==> src/rtl/env_pkg.sv <==
package env_pkg;

  typedef enum logic [1:0] {
    ENV_IDLE = 2'd0,
    ENV_RUN  = 2'd1,
    ENV_HOLD = 2'd2
  } env_mode_e;

  typedef struct packed {
    logic cont;
    logic att;
    logic alt;
    logic hold;
  } env_shape_t;

endpackage

==> src/rtl/env_prescaler.sv <==
module env_prescaler #(
  parameter int PER_W    = 16,
  parameter int DIV_LOG2 = 4
) (
  input  logic             clk,
  input  logic             rst_n,
  input  logic             load,
  input  logic [PER_W-1:0] period_in,
  output logic             tick
);
  localparam int PRE_W = PER_W + DIV_LOG2;

  logic [PER_W-1:0] per_q;
  logic [PER_W-1:0] per_eff;
  logic [PRE_W-1:0] lim_m1;
  logic [PRE_W-1:0] cnt_q;

  // A zero period is treated as one.
  assign per_eff = (per_q == '0) ? PER_W'(1) : per_q;
  assign lim_m1  = {per_eff, {DIV_LOG2{1'b0}}} - PRE_W'(1);
  assign tick    = (cnt_q == lim_m1) && !load;

  always_ff @(posedge clk or negedge rst_n) begin
    if (!rst_n) begin
      per_q <= '0;
      cnt_q <= '0;
    end else if (load) begin
      per_q <= period_in;
      cnt_q <= '0;
    end else if (cnt_q == lim_m1) begin
      cnt_q <= '0;
    end else begin
      cnt_q <= cnt_q + PRE_W'(1);
    end
  end
endmodule

==> src/rtl/env_step_counter.sv <==
module env_step_counter #(
  parameter int LVL_W = 4
) (
  input  logic             clk,
  input  logic             rst_n,
  input  logic             clear,
  input  logic             tick,
  output logic [LVL_W-1:0] step,
  output logic             ramp_end
);
  logic [LVL_W-1:0] step_q;

  assign step     = step_q;
  assign ramp_end = tick && (step_q == '1);

  always_ff @(posedge clk or negedge rst_n) begin
    if (!rst_n)      step_q <= '0;
    else if (clear)  step_q <= '0;
    else if (tick)   step_q <= step_q + LVL_W'(1);
  end
endmodule

==> src/rtl/env_shaper.sv <==
module env_shaper
  import env_pkg::*;
#(
  parameter int LVL_W = 4
) (
  input  logic             clk,
  input  logic             rst_n,
  input  logic             start,
  input  logic [3:0]       shape_in,
  input  logic             ramp_end,
  input  logic [LVL_W-1:0] step,
  output logic [LVL_W-1:0] level
);
  env_mode_e        mode_q;
  env_shape_t       shp_q;
  logic             rise_q;
  logic [LVL_W-1:0] hold_q;
  env_shape_t       shp_new;
  logic [LVL_W-1:0] end_val;

  assign shp_new = env_shape_t'(shape_in);
  // The value the current ramp finishes on.
  assign end_val = rise_q ? '1 : '0;

  always_ff @(posedge clk or negedge rst_n) begin
    if (!rst_n) begin
      mode_q <= ENV_IDLE;
      shp_q  <= '0;
      rise_q <= 1'b0;
      hold_q <= '0;
    end else if (start) begin
      mode_q <= ENV_RUN;
      shp_q  <= shp_new;
      rise_q <= shp_new.att;
      hold_q <= '0;
    end else if (mode_q == ENV_RUN && ramp_end) begin
      if (!shp_q.cont) begin
        mode_q <= ENV_IDLE;
      end else if (shp_q.hold) begin
        mode_q <= ENV_HOLD;
        hold_q <= shp_q.alt ? ~end_val : end_val;
      end else if (shp_q.alt) begin
        rise_q <= ~rise_q;
      end
    end
  end

  always_comb begin
    unique case (mode_q)
      ENV_RUN:  level = rise_q ? step : ~step;
      ENV_HOLD: level = hold_q;
      default:  level = '0;
    endcase
  end
endmodule

==> src/rtl/env_shaped_gen.sv <==
module env_shaped_gen #(
  parameter int PER_W    = 16,
  parameter int LVL_W    = 4,
  parameter int DIV_LOG2 = 4
) (
  input  logic             clk,
  input  logic             rst_n,
  input  logic             restart,
  input  logic [PER_W-1:0] period,
  input  logic [3:0]       shape,
  output logic [LVL_W-1:0] level
);
  logic             step_tick;
  logic             ramp_end;
  logic [LVL_W-1:0] step;

  env_prescaler #(.PER_W(PER_W), .DIV_LOG2(DIV_LOG2)) u_pre (
    .clk       (clk),
    .rst_n     (rst_n),
    .load      (restart),
    .period_in (period),
    .tick      (step_tick)
  );

  env_step_counter #(.LVL_W(LVL_W)) u_step (
    .clk      (clk),
    .rst_n    (rst_n),
    .clear    (restart),
    .tick     (step_tick),
    .step     (step),
    .ramp_end (ramp_end)
  );

  env_shaper #(.LVL_W(LVL_W)) u_shp (
    .clk      (clk),
    .rst_n    (rst_n),
    .start    (restart),
    .shape_in (shape),
    .ramp_end (ramp_end),
    .step     (step),
    .level    (level)
  );
endmodule

==> config.mk <==
export PLATFORM = sky130hd
export DESIGN_NAME = env_shaped_gen
export DESIGN_NICKNAME = d
export VERILOG_FILES = /design/src/rtl/env_pkg.sv /design/src/rtl/env_prescaler.sv /design/src/rtl/env_step_counter.sv /design/src/rtl/env_shaper.sv /design/src/rtl/env_shaped_gen.sv
export SDC_FILE = /design/constraint.sdc
export NUM_CORES = 1
export LEC_CHECK = 0
export CAP_MARGIN = 10
export CORE_ASPECT_RATIO = 0.6
export CORE_MARGIN = 2
export CORE_UTILIZATION = 45
export CTS_CLUSTER_DIAMETER = 50
export CTS_CLUSTER_SIZE = 12
export DETAILED_ROUTE_END_ITERATION = 8
export GPL_TIMING_DRIVEN = 1
export HOLD_SLACK_MARGIN = 0.03
export PLACE_DENSITY = 0.65
export SLEW_MARGIN = 30
export SYNTH_ARGS = -nofsm -noshare
export SYNTH_HDL_FRONTEND = slang
export SYNTH_SLANG_ARGS = --single-unit
==> constraint.sdc <==
create_clock -name clk -period 10.59 [get_ports clk]
set_clock_uncertainty 0.15 [all_clocks]
set_input_delay 2.6475 -clock clk [delete_from_list [all_inputs] [get_ports clk]]
set_output_delay 2.6475 -clock clk [all_outputs]
set_load 0.01 [all_outputs]
* Word level (Yosys, flattened, before mapping)
Cells that the tools add are included.
Storage, ports and cells: flip-flop bits (word level) 50, bits in latches 0, RAM bits 0, memory bits (read-only) 0, output and inout port bits 4, memories 0
Cells by class: add/sub/neg operators 3, multiply operators 0, div/mod/pow operators 0, order comparisons 0, eq/ne operators 6, shifts and indexed selects 0, mux-type cells 22, bitwise logic cells 3, reductions and logical operators 13
Operator list (count):
- 2-to-1 mux 20 bit | 2
- 2-to-1 mux 4 bit | 9
- adder 20 x 1 -> 20 bit, second input constant | 1
- equality test 20 bit | 1
- subtractor 20 x 1 -> 20 bit, second input constant | 1
- zero test 16 bit | 1
- 2-to-1 mux 16 bit | 1
- nonzero test 2 bit | 5
- 2-to-1 mux 2 bit | 4
- NOT 4 bit | 2
- one-hot mux 4 bit (2 select lines) | 1
- 2-to-1 mux 1 bit | 5
- adder 4 x 1 -> 4 bit, second input constant | 1
- equality test 4 bit, second input constant | 1
- AND reduction 4 bit | 1
- logical AND 1 bit | 3
- != test 3 bit, second input constant | 1
- AND reduction 3 bit | 1
- equality test 2 x 1 -> 1 bit, second input constant | 1
- equality test 2 bit, second input constant | 1
- != test 2 bit, second input constant | 1
- AND reduction 2 bit | 1
- zero test 1 bit | 1
- NOT 1 bit | 1

* Longest topological paths before layout
Gate-level depths: netlist of run 1.
depth after elaboration 9, mapped depth 14

* Hierarchy
Synthesis of run 1 repeated with hierarchy kept, for this count alone.
Second synthesis, totals: cells, all modules 276, area total of the unflattened synthesis 2755.1 µm²
By module, submodules not included:
- env_prescaler | times used 1, cells an instance 211, area each 2088.3 µm², seq. area each 900.9 µm²
- env_shaper | times used 1, cells an instance 47, area each 439.2 µm², seq. area each 175.2 µm²
- env_step_counter | times used 1, cells an instance 18, area each 227.7 µm², seq. area each 100.1 µm²

* Least setup slack after synthesis of run 1
Ideal clock, no wire load.
path kind reg-to-output, from register u_shp.rise_q, to output port level[0], data arrival time 1.026 ns, required time 7.793 ns, path slack 6.766 ns, cell stages (with the launch flop) 5, cells stage by stage dfrtp_1 -> clkbuf_1 -> xnor2_1 -> nand2_1 -> a21oi_1
On the way: word-level cells in the longest chain between the ends 2
RTL lines:
- start, declared | line env_shaper.sv:16 | logic rise_q;
- start signal, assigned | line env_shaper.sv:34 | rise_q <= shp_new.att;
- start signal, assigned | line env_shaper.sv:43 | rise_q <= ~rise_q;
- 2-to-1 mux 4 bit | line env_shaper.sv:50 | ENV_RUN: level = rise_q ? step : ~step;
- one-hot mux 4 bit (2 select lines) | line env_shaper.sv:49 | unique case (mode_q)
- end, declared | line env_shaped_gen.sv:11 | output logic [LVL_W-1:0] level
Every way passes these cells.

* Final worst setup path of run 1
from register u_shp.rise_q, to output port level[3]
The elaborated chain is that of the path after synthesis.

==> flow_metrics.tcl, run 1 <==
set metrics [dict create \
    status "completed" \
    powerDensity_nw_per_um2 125.7 \
    netlist_instances 300 \
    synth_area_sq_um 2858 \
    cp_cell_sequence "xnor2_1 > nand2_1 > a21oi_1 > clkdlybuf4s50_1" \
    post_synth_num_cell_types 51 \
    synth.yosys.seq_area_share_pct 41.16 \
    cts.sinks 47 \
    grt_pass1_wl_mm 10.31 \
    cts_resized 0 \
    timing.final.crit_period_ns 4.609 \
    fin_crit_sh_pct 43.52 \
    slowest_delay_ns 0.56 \
    wl_per_cell_microns 14.92 \
    drtAntennaViolNets 0 \
    cts_htree_levels 2 \
    crit_path_max_fanout 6 \
    maxCapViolCount 0 \
    path_delay_family "buffers and inverters" \
    tightest_slew_ns 0.7597 \
    dieHeight_microns 65.73 \
    synth_area_per_cell_sq_um 9.526 \
    whs_ns 0.3057 \
    synthFlopType "dfrtp_1" \
    wl_mm 6.059 \
    core_area_sq_um 6138 \
    gr-usage-all-layers_pct 18.95 \
    start_util_pct 46.56 \
    ys_seq_elements 47 \
    antenna_found_initial 0 \
    fin_tns_setup_ns 0 \
    fmax_mhz 217.0 \
    clk_latency_ns 0.30 \
    synth_top_area_share_pct 41.16 \
    drt_iter0_drc 117 \
    dp_hpwl_mm 4.534 \
    final_util_pct 53.83 \
    num_vias 2213 \
    pin_count 27 \
    cts_tree "done" \
    fp.dieW_microns 106.9 \
    syn_to_final_growth_pct 15.63 \
    synth.largest_area_cell "dfrtp_1" \
    leakage_nw 1.306 \
    post_cts_buffers 0 \
    synth_warnings 0 \
    firstDrtPassIters 4 \
    rsz0062_at_grt "no" \
    grt_pass1_vias 2071 \
    synth.most_common_cell "dfrtp_1" \
    holdCritPathClass "reg2reg" \
    cts.path.max_buffers 2 \
    arrival_ns 1.81 \
    cts_hold_buffers 0 \
    cts_root_buf "clkbuf_8" \
    rows 22 \
    cts_buffers 5 \
    clkTransAtPathRegs_ns 0.09 \
    gp_congestion 0.8394 \
    crit_path_start_kind "flop" \
    final_max_slew_viol_count 0 \
    crit_path_end_kind "output pin" \
    overflow 0 \
    max_slew_margin_pct 49.36 \
    path_class "reg2out" \
    layout.nets 349 \
    finalHoldViolations 0 \
    synth_area_leaders "dfrtp_1 41%, xnor2_1 8.0%, mux2_2 7.5%, nor2_1 5.4%, xor2_1 4.6%" \
    power_mw 0.4154 \
    ir_drop_v 0.00007829 \
    synth_edf_count 0 \
    io_buffers 26 \
    cp_num_buf_inv 1 \
    worstPathRequired_ns 7.79 \
    synthArstFlopShare_pct 100.0 \
    drive_above_1_share_pct 12.11 \
    setup_viol 0 \
    viasPerCell 5.451 \
    ys_top_cells_by_count "47 x dfrtp_1, 41 x nor2_1, 26 x xnor2_1, 19 x mux2_2, 19 x nand2_1" \
    die_area_sq_um 7025 \
    cpMaxStageDelayCell "clkdlybuf4s50_1" \
    grt_start_max_net_pins 48 \
    syn_nets 328 \
    drcViolationCount 0 \
    diodes 0 \
]
==> routing by layer <==
metal / track usage [%] / wire length [microns] / up-vias
met5: 0 / 0 / -
met4: 2.922 / 29 / 0
met2: 25.64 / 2270 / 45
met3: 4.266 / 310 / 5
li1: - / - / 1108
met1: 30.59 / 3449 / 1055
==> cells in the final DEF, fill, tap and decap left out, types with 4 or more instances in the layout <==
master	instances
a21oi_1	13
nand4_1	7
and3_1	4
nand3_1	9
nand2_1	19
or3_1	4
clkdlybuf4s50_1	25
xnor2_1	26
nor4_1	5
ha_1	5
inv_1	10
clkbuf_8	5
or4_4	4
o21ai_0	7
mux2_2	19
dfrtp_1	47
xor2_1	15
nor3_1	6
nor2_1	41
==> worst paths after layout <==
check                               start              to  slack, ns  cells past startpoint
min in group asynchronous           rst_n  u_pre.cnt_q[0]       2.17                      1
max reg2reg                u_pre.per_q[9]  u_pre.cnt_q[4]       6.11                     12
max in group asynchronous           rst_n  u_pre.per_q[5]       7.69                      1
min reg2reg                u_pre.cnt_q[0]  u_pre.cnt_q[0]       0.31                      1
max                          u_shp.rise_q        level[3]       5.98                      4
min                        u_pre.cnt_q[0]  u_pre.cnt_q[0]       0.31                      1
==> per-stage QoR <==
stage                     instance area [sq um]  std cells  setup WS [ns]
after floorplan                            2858        300          6.766
after global placement                     3166        398          6.086
after detailed placement                   3168        398          6.053
after CTS                                  3304        406          5.984
final                                      3304        406          5.981
after global routing                       3304        406          5.781
==> area by class of cell <==
class | instances | area (sq um)
clock buffers | 5 | 68.82
clock inverters | 3 | 67.56
fillers | 560 | 2834
inverters | 10 | 37.54
multi-input cells | 230 | 1584
flip-flops and latches | 47 | 1176
well taps | 84 | 105.1
repair buffers | 27 | 265.3
==> power breakdown <==
| group | total [mW] | internal [mW] | switching [mW] |
|---|---|---|---|
| logic | 0.0557 | 0.0299 | 0.0258 |
| clock network | 0.158 | 0.0941 | 0.0636 |
| registers | 0.202 | 0.188 | 0.0143 |
| total | 0.415 | 0.312 | 0.104 |
==> state kept, by name, indices dropped and copies added (netlist names) <==
signal and count:
u_pre.cnt_q 20, u_pre.per_q 16, u_step.step 4, u_shp.shp_q 3, u_shp.mode_q 2, u_shp.hold_q 1
u_shp.rise_q 1
==> cells by family after synthesis <==
family                   share of synthesized area [%]
adder cells (fa/ha/maj)                          2.189
flip-flops                                       41.16
XOR/XNOR                                         12.57
AO/OA/AOI/OAI                                    9.194
buffers and inverters                            3.415
multiplexers                                     8.188
AND/OR/NAND/NOR                                  23.29
Note: power is estimated with default switching activity, not from simulation.
==> inputs of run 2 (changes only) <==
==> constraint.sdc (replaced) <==
create_clock -name clk -period 4.3 [get_ports clk]
set_clock_uncertainty 0.15 [all_clocks]
set_input_delay 1.075 -clock clk [delete_from_list [all_inputs] [get_ports clk]]
set_output_delay 1.075 -clock clk [all_outputs]
set_load 0.01 [all_outputs]
==> flow_metrics.tcl, run 2 (synthesized netlist as in run 1, its figures left out) <==
set metrics [dict create \
    pin_count 27 \
    largest-register "u_pre.cnt_q" \
    overflow 0 \
    die_area_sq_um 7025 \
    rsz0062_at_grt "no" \
    cts_htree_levels 2 \
    antenna_found_initial 0 \
    gp_congestion 0.8147 \
    dp_hpwl_mm 4.609 \
    fmax_mhz 247.8 \
    viasPerCell 5.518 \
    setup_viol 0 \
    cts.path.max_buffers 2 \
    core_area_sq_um 6138 \
    io_buffers 26 \
    clkTransAtPathRegs_ns 0.09 \
    layout.nets 354 \
    status "completed" \
    gr-usage-all-layers_pct 20.23 \
    crit_path_max_fanout 7 \
    cts_buffers 5 \
    powerDensity_nw_per_um2 291.9 \
    cts_root_buf "clkbuf_8" \
    dieHeight_microns 65.73 \
    clk_latency_ns 0.31 \
    fp.dieW_microns 106.9 \
    drcViolationCount 0 \
    grt_pass1_vias 2169 \
    grt_start_max_net_pins 48 \
    fin_crit_sh_pct 93.84 \
    wl_mm 6.271 \
    crit_path_start_kind "flop" \
    fin_tns_setup_ns 0 \
    timing.final.crit_period_ns 4.035 \
    finalHoldViolations 0 \
    dp_cells 400 \
    arrival_ns 4.12 \
    max_slew_margin_pct 58.37 \
    leakage_nw 1.325 \
    drt_iter0_drc 135 \
    num_vias 2268 \
    layout_commonest_cell "dfrtp_1" \
    cts_tree "done" \
    layout_common_cells "47 x dfrtp_1, 41 x nor2_1, 26 x xnor2_1" \
    drtAntennaViolNets 0 \
    start_util_pct 46.56 \
    crit_path_end_kind "flop" \
    grt_pass1_wl_mm 11.03 \
    wl_per_cell_microns 15.26 \
    drive_above_1_share_pct 13.76 \
    stdcell_count 411 \
    largest_register_ffs 20 \
    rows 22 \
    holdCritPathClass "reg2reg" \
    final_max_slew_viol_count 0 \
    syn_to_final_growth_pct 16.24 \
    path_class "reg2reg" \
    firstDrtPassIters 4 \
    cts.sinks 47 \
    maxCapViolCount 0 \
    tightest_slew_ns 0.6188 \
    worstPathRequired_ns 4.38 \
    ir_drop_v 0.0001378 \
    diodes 0 \
]
[run 2: cell types whose count changed in the layout (fill, tap and decap cells not counted)]
cell and change:
buf_4 +5, clkinv_2 +1, clkinvlp_4 -1, or4_1 -1, or4_4 +1, bufinv_16 -1
clkinv_4 +1
[run 2: per-layer routing]
layer	track usage [%]	share of wire [%]	vias up
li1	-	-	1109
met1	32.87	54	1078
met2	25.72	37	73
met3	5.556	7.7	8
met4	4.383	0.94	0
met5	0	0	-
[run 2: critical path, stage by stage, from the launching register on]
cell	delay [ns]
dfrtp_1	0.48
or4_4	0.61
nor3_4	0.27
a21oi_1	0.11
ha_1	0.30
nand2b_1	0.18
a311oi_1	0.28
a41oi_1	0.10
or4_1	0.54
a2111o_1	0.40
or3_1	0.38
a21oi_1	0.15
[run 2: layout make-up]
class,count,area (sq um)
fill,559,2816
multi-input combinational,230,1588
sequential,47,1176
timing repair buffer,32,302.8
tap,84,105.1
clock buffer,5,68.82
clock inverter,3,43.79
inverter,10,37.54
[run 2: report_power, final]
part	total, mW	internal [mW]	switching (mW)
clock network	0.330	0.173	0.157
logic	0.143	0.0757	0.0672
registers	0.496	0.462	0.0342
total	0.970	0.711	0.259
[run 2: what timing repair did]
action	CTS	global route
setup endpoints to repair	0	25
gates resized for setup	0	1
setup buffers	0	3
endpoints found under the hold margin	0	0
hold buffers	0	0
[run 2: path summary, 6_finish.rpt]
check / end / cells past startpoint / slack (ns) / startpoint
worst max-delay path: u_step.step[3] / 11 / 0.27 / u_pre.per_q[10]
worst min-delay path: u_pre.cnt_q[0] / 1 / 0.31 / u_pre.cnt_q[0]
worst max register to register: u_step.step[3] / 11 / 0.27 / u_pre.per_q[10]
worst min register to register: u_pre.cnt_q[0] / 1 / 0.31 / u_pre.cnt_q[0]
max in group asynchronous: u_shp.hold_q[2] / 1 / 2.99 / rst_n
min in group asynchronous: u_pre.cnt_q[4] / 1 / 0.62 / rst_n
[run 2: per-stage QoR]
stage / cell area (sq um) / hold slack, ns / power (mW) / util [%] / setup slack [ns]
floorplan: 2858 / 0.2751 / 0.5874 / - / 0.5315
global placement: 3181 / 0.2887 / 0.6431 / 51.81 / 0.3169
detailed placement: 3183 / 0.2985 / 0.6455 / 51.85 / 0.2351
CTS: 3296 / 0.3126 / 0.9798 / 53.69 / 0.2151
global route: 3322 / 0.3553 / 1.024 / 54.12 / 0.01074
finish: 3322 / 0.3069 / 0.9697 / 54.12 / 0.2651
==> inputs of run 3 (changes only) <==
--- a/config.mk
+++ b/config.mk
@@ -6,7 +6,9 @@
 export NUM_CORES = 1
 export LEC_CHECK = 0
 export CAP_MARGIN = 10
-export CORE_ASPECT_RATIO = 0.6
+export CELL_PAD_IN_SITES_DETAIL_PLACEMENT = 1
+export CELL_PAD_IN_SITES_GLOBAL_PLACEMENT = 1
+export CORE_ASPECT_RATIO = 0.8
 export CORE_MARGIN = 2
 export CORE_UTILIZATION = 45
 export CTS_CLUSTER_DIAMETER = 50
@@ -14,7 +16,7 @@
 export DETAILED_ROUTE_END_ITERATION = 8
 export GPL_TIMING_DRIVEN = 1
 export HOLD_SLACK_MARGIN = 0.03
-export PLACE_DENSITY = 0.65
+export PLACE_DENSITY_LB_ADDON = 0.1
 export SLEW_MARGIN = 30
 export SYNTH_ARGS = -nofsm -noshare
 export SYNTH_HDL_FRONTEND = slang
==> flow_metrics.tcl, run 3 (synthesized netlist as in run 1, its figures left out) <==
set metrics [dict create \
    final_max_slew_viol_count 0 \
    r2r-start "u_pre.per_q[8]" \
    fp.dieW_microns 93.10 \
    cts_htree_levels 2 \
    setup_viol 0 \
    gr-usage-all-layers_pct 21.59 \
    whs_path_depth 1 \
    use_met2_pct 33.82 \
    clock_power_share_pct 30.0 \
    maxCapViolCount 0 \
    fin_crit_sh_pct 95.54 \
    die_area_sq_um 7008 \
    dp_hpwl_mm 5.158 \
    layout_commonest_cell "dfrtp_1" \
    antenna_found_initial 0 \
    largest_register_ffs 20 \
    holdCritPathClass "reg2reg" \
    max_slew_margin_pct 40.21 \
    timing.final.crit_period_ns 4.108 \
    wl_per_cell_microns 17.04 \
    tightest_slew_ns 0.8940 \
    cts_hold_buffers 0 \
    firstDrtPassIters 4 \
    worstPathRequired_ns 4.39 \
    layout_common_cells "47 x dfrtp_1, 41 x nor2_1, 26 x xnor2_1" \
    fmax_mhz 243.4 \
    ir_drop_v 0.0001406 \
    grt_pass1_vias 2270 \
    grt_pass1_wl_mm 11.65 \
    powerDensity_nw_per_um2 277.6 \
    final_util_pct 55.11 \
    switching_share_pct 28.87 \
    crit_path_max_fanout 8 \
    reg2reg_to "u_step.step[3]" \
    leakage_nw 1.339 \
    syn_to_final_growth_pct 16.42 \
    hp-start "u_pre.cnt_q[0]" \
    crit_path_start_kind "flop" \
    dieHeight_microns 75.28 \
    viasPerCell 5.585 \
    gp_congestion 0.7955 \
    grt_start_max_net_pins 48 \
    drive_above_1_share_pct 14.59 \
    cts_tree "done" \
    cts_buffers 5 \
    num_vias 2290 \
    largest-register "u_pre.cnt_q" \
    pin_count 27 \
    drcViolationCount 0 \
    internal_power_mw 0.6569 \
    arrival_ns 4.20 \
    p_switching_mw 0.2666 \
    wl_mm 6.985 \
    drt_iter0_drc 110 \
    cts.sinks 47 \
    cts.path.max_buffers 2 \
    io_buffers 26 \
    met3_usage_pct 3.904 \
    multi_input_area_sq_um 1603 \
    layout.nets 356 \
    rows 25 \
    diodes 0 \
    start_util_pct 47.34 \
    core_area_sq_um 6037 \
    p_comb_share_pct 16.3 \
    path_class "reg2reg" \
    r2r_slack_ns 0.19 \
    use_met1_pct 31.78 \
    min_to "u_pre.cnt_q[0]" \
    whs_ns 0.3349 \
    nFillCells 718 \
    overflow 0 \
    status "completed" \
    busiest_layer "met2" \
    reg2reg_depth 11 \
    clk_latency_ns 0.31 \
    seqPwrFrac_pct 53.7 \
    clkTransAtPathRegs_ns 0.10 \
    cts_root_buf "clkbuf_8" \
    seqCellArea_sq_um 1176 \
    finalHoldViolations 0 \
    crit_path_end_kind "flop" \
    drtAntennaViolNets 0 \
]
## run 3: cell count changes in the layout (fill, tap and decap cells not counted), sizes merged
cell and change:
buf +2, bufinv -1, inv +1
## run 3: repair_timing
action	in CTS	in global routing
gates resized for setup	0	3
buffers inserted	0	4
endpoints found under the setup margin	0	25
endpoints found under the hold margin	0	0
## run 3: final cells by class
cell class              count  area share [%]
well taps                  81           3.046
inverters                  10           1.128
multi-input cells         230           48.18
flip-flops and latches     47           35.35
clock inverters             3          0.6769
repair buffers             34           9.552
clock buffers               5           2.068
## run 3: power groups by stage
stage | registers (mW) | clock network, mW | logic (mW)
floorplan | 0.488 | 0 | 0.0995
global placement | 0.502 | 0 | 0.145
detailed placement | 0.503 | 0 | 0.149
CTS | 0.495 | 0.287 | 0.150
global route | 0.501 | 0.306 | 0.168
finish | 0.496 | 0.277 | 0.150
## run 3: per-layer routing
metal / vias to the layer above / wire length (microns) / share of wire [%]
li1: 1113 / - / -
met1: 1138 / 3621 / 52
met2: 32 / 3074 / 44
met3: 7 / 227 / 3.2
met4: 0 / 62 / 0.89
met5: - / 0 / 0
## run 3: worst max-delay path by stage
stage / endpoint / depth (start not counted) / slack (ns) / from
after CTS: u_step.step[3] / 11 / 0.07 / u_pre.per_q[10]
after detailed placement: u_step.step[3] / 11 / 0.12 / u_pre.per_q[10]
after global placement: u_step.step[3] / 11 / 0.23 / u_pre.per_q[10]
final: u_step.step[3] / 11 / 0.19 / u_pre.per_q[8]
after floorplan: u_step.step[3] / 13 / 0.53 / u_pre.per_q[4]
after global routing: u_step.step[3] / 13 / -0.02 / u_pre.per_q[8]
## run 3: critical path: stages, from the launching register on
cell and delay, ns:
dfrtp_1 0.49, or4_4 0.57, nor3_4 0.27, a21oi_1 0.11
ha_1 0.32, nand2b_1 0.20, a311oi_2 0.29, a41oi_1 0.10
or4_1 0.57, a2111o_1 0.46, or3_1 0.38, a21oi_1 0.14
## run 3: metrics by stage
| step | setup TNS [ns] | cells | instance area [sq um] | worst slack [ns] | total power, mW |
|---|---|---|---|---|---|
| after global placement | 0 | 398 | 3184 | 0.2306 | 0.6465 |
| after CTS | 0 | 406 | 3278 | 0.07246 | 0.9321 |
| final | 0 | 410 | 3327 | 0.1916 | 0.9235 |
| after floorplan | 0 | 300 | 2858 | 0.5315 | 0.5874 |
| after detailed placement | 0 | 398 | 3187 | 0.1153 | 0.6522 |
| after global routing | -0.02372 | 410 | 3327 | -0.02372 | 0.9751 |
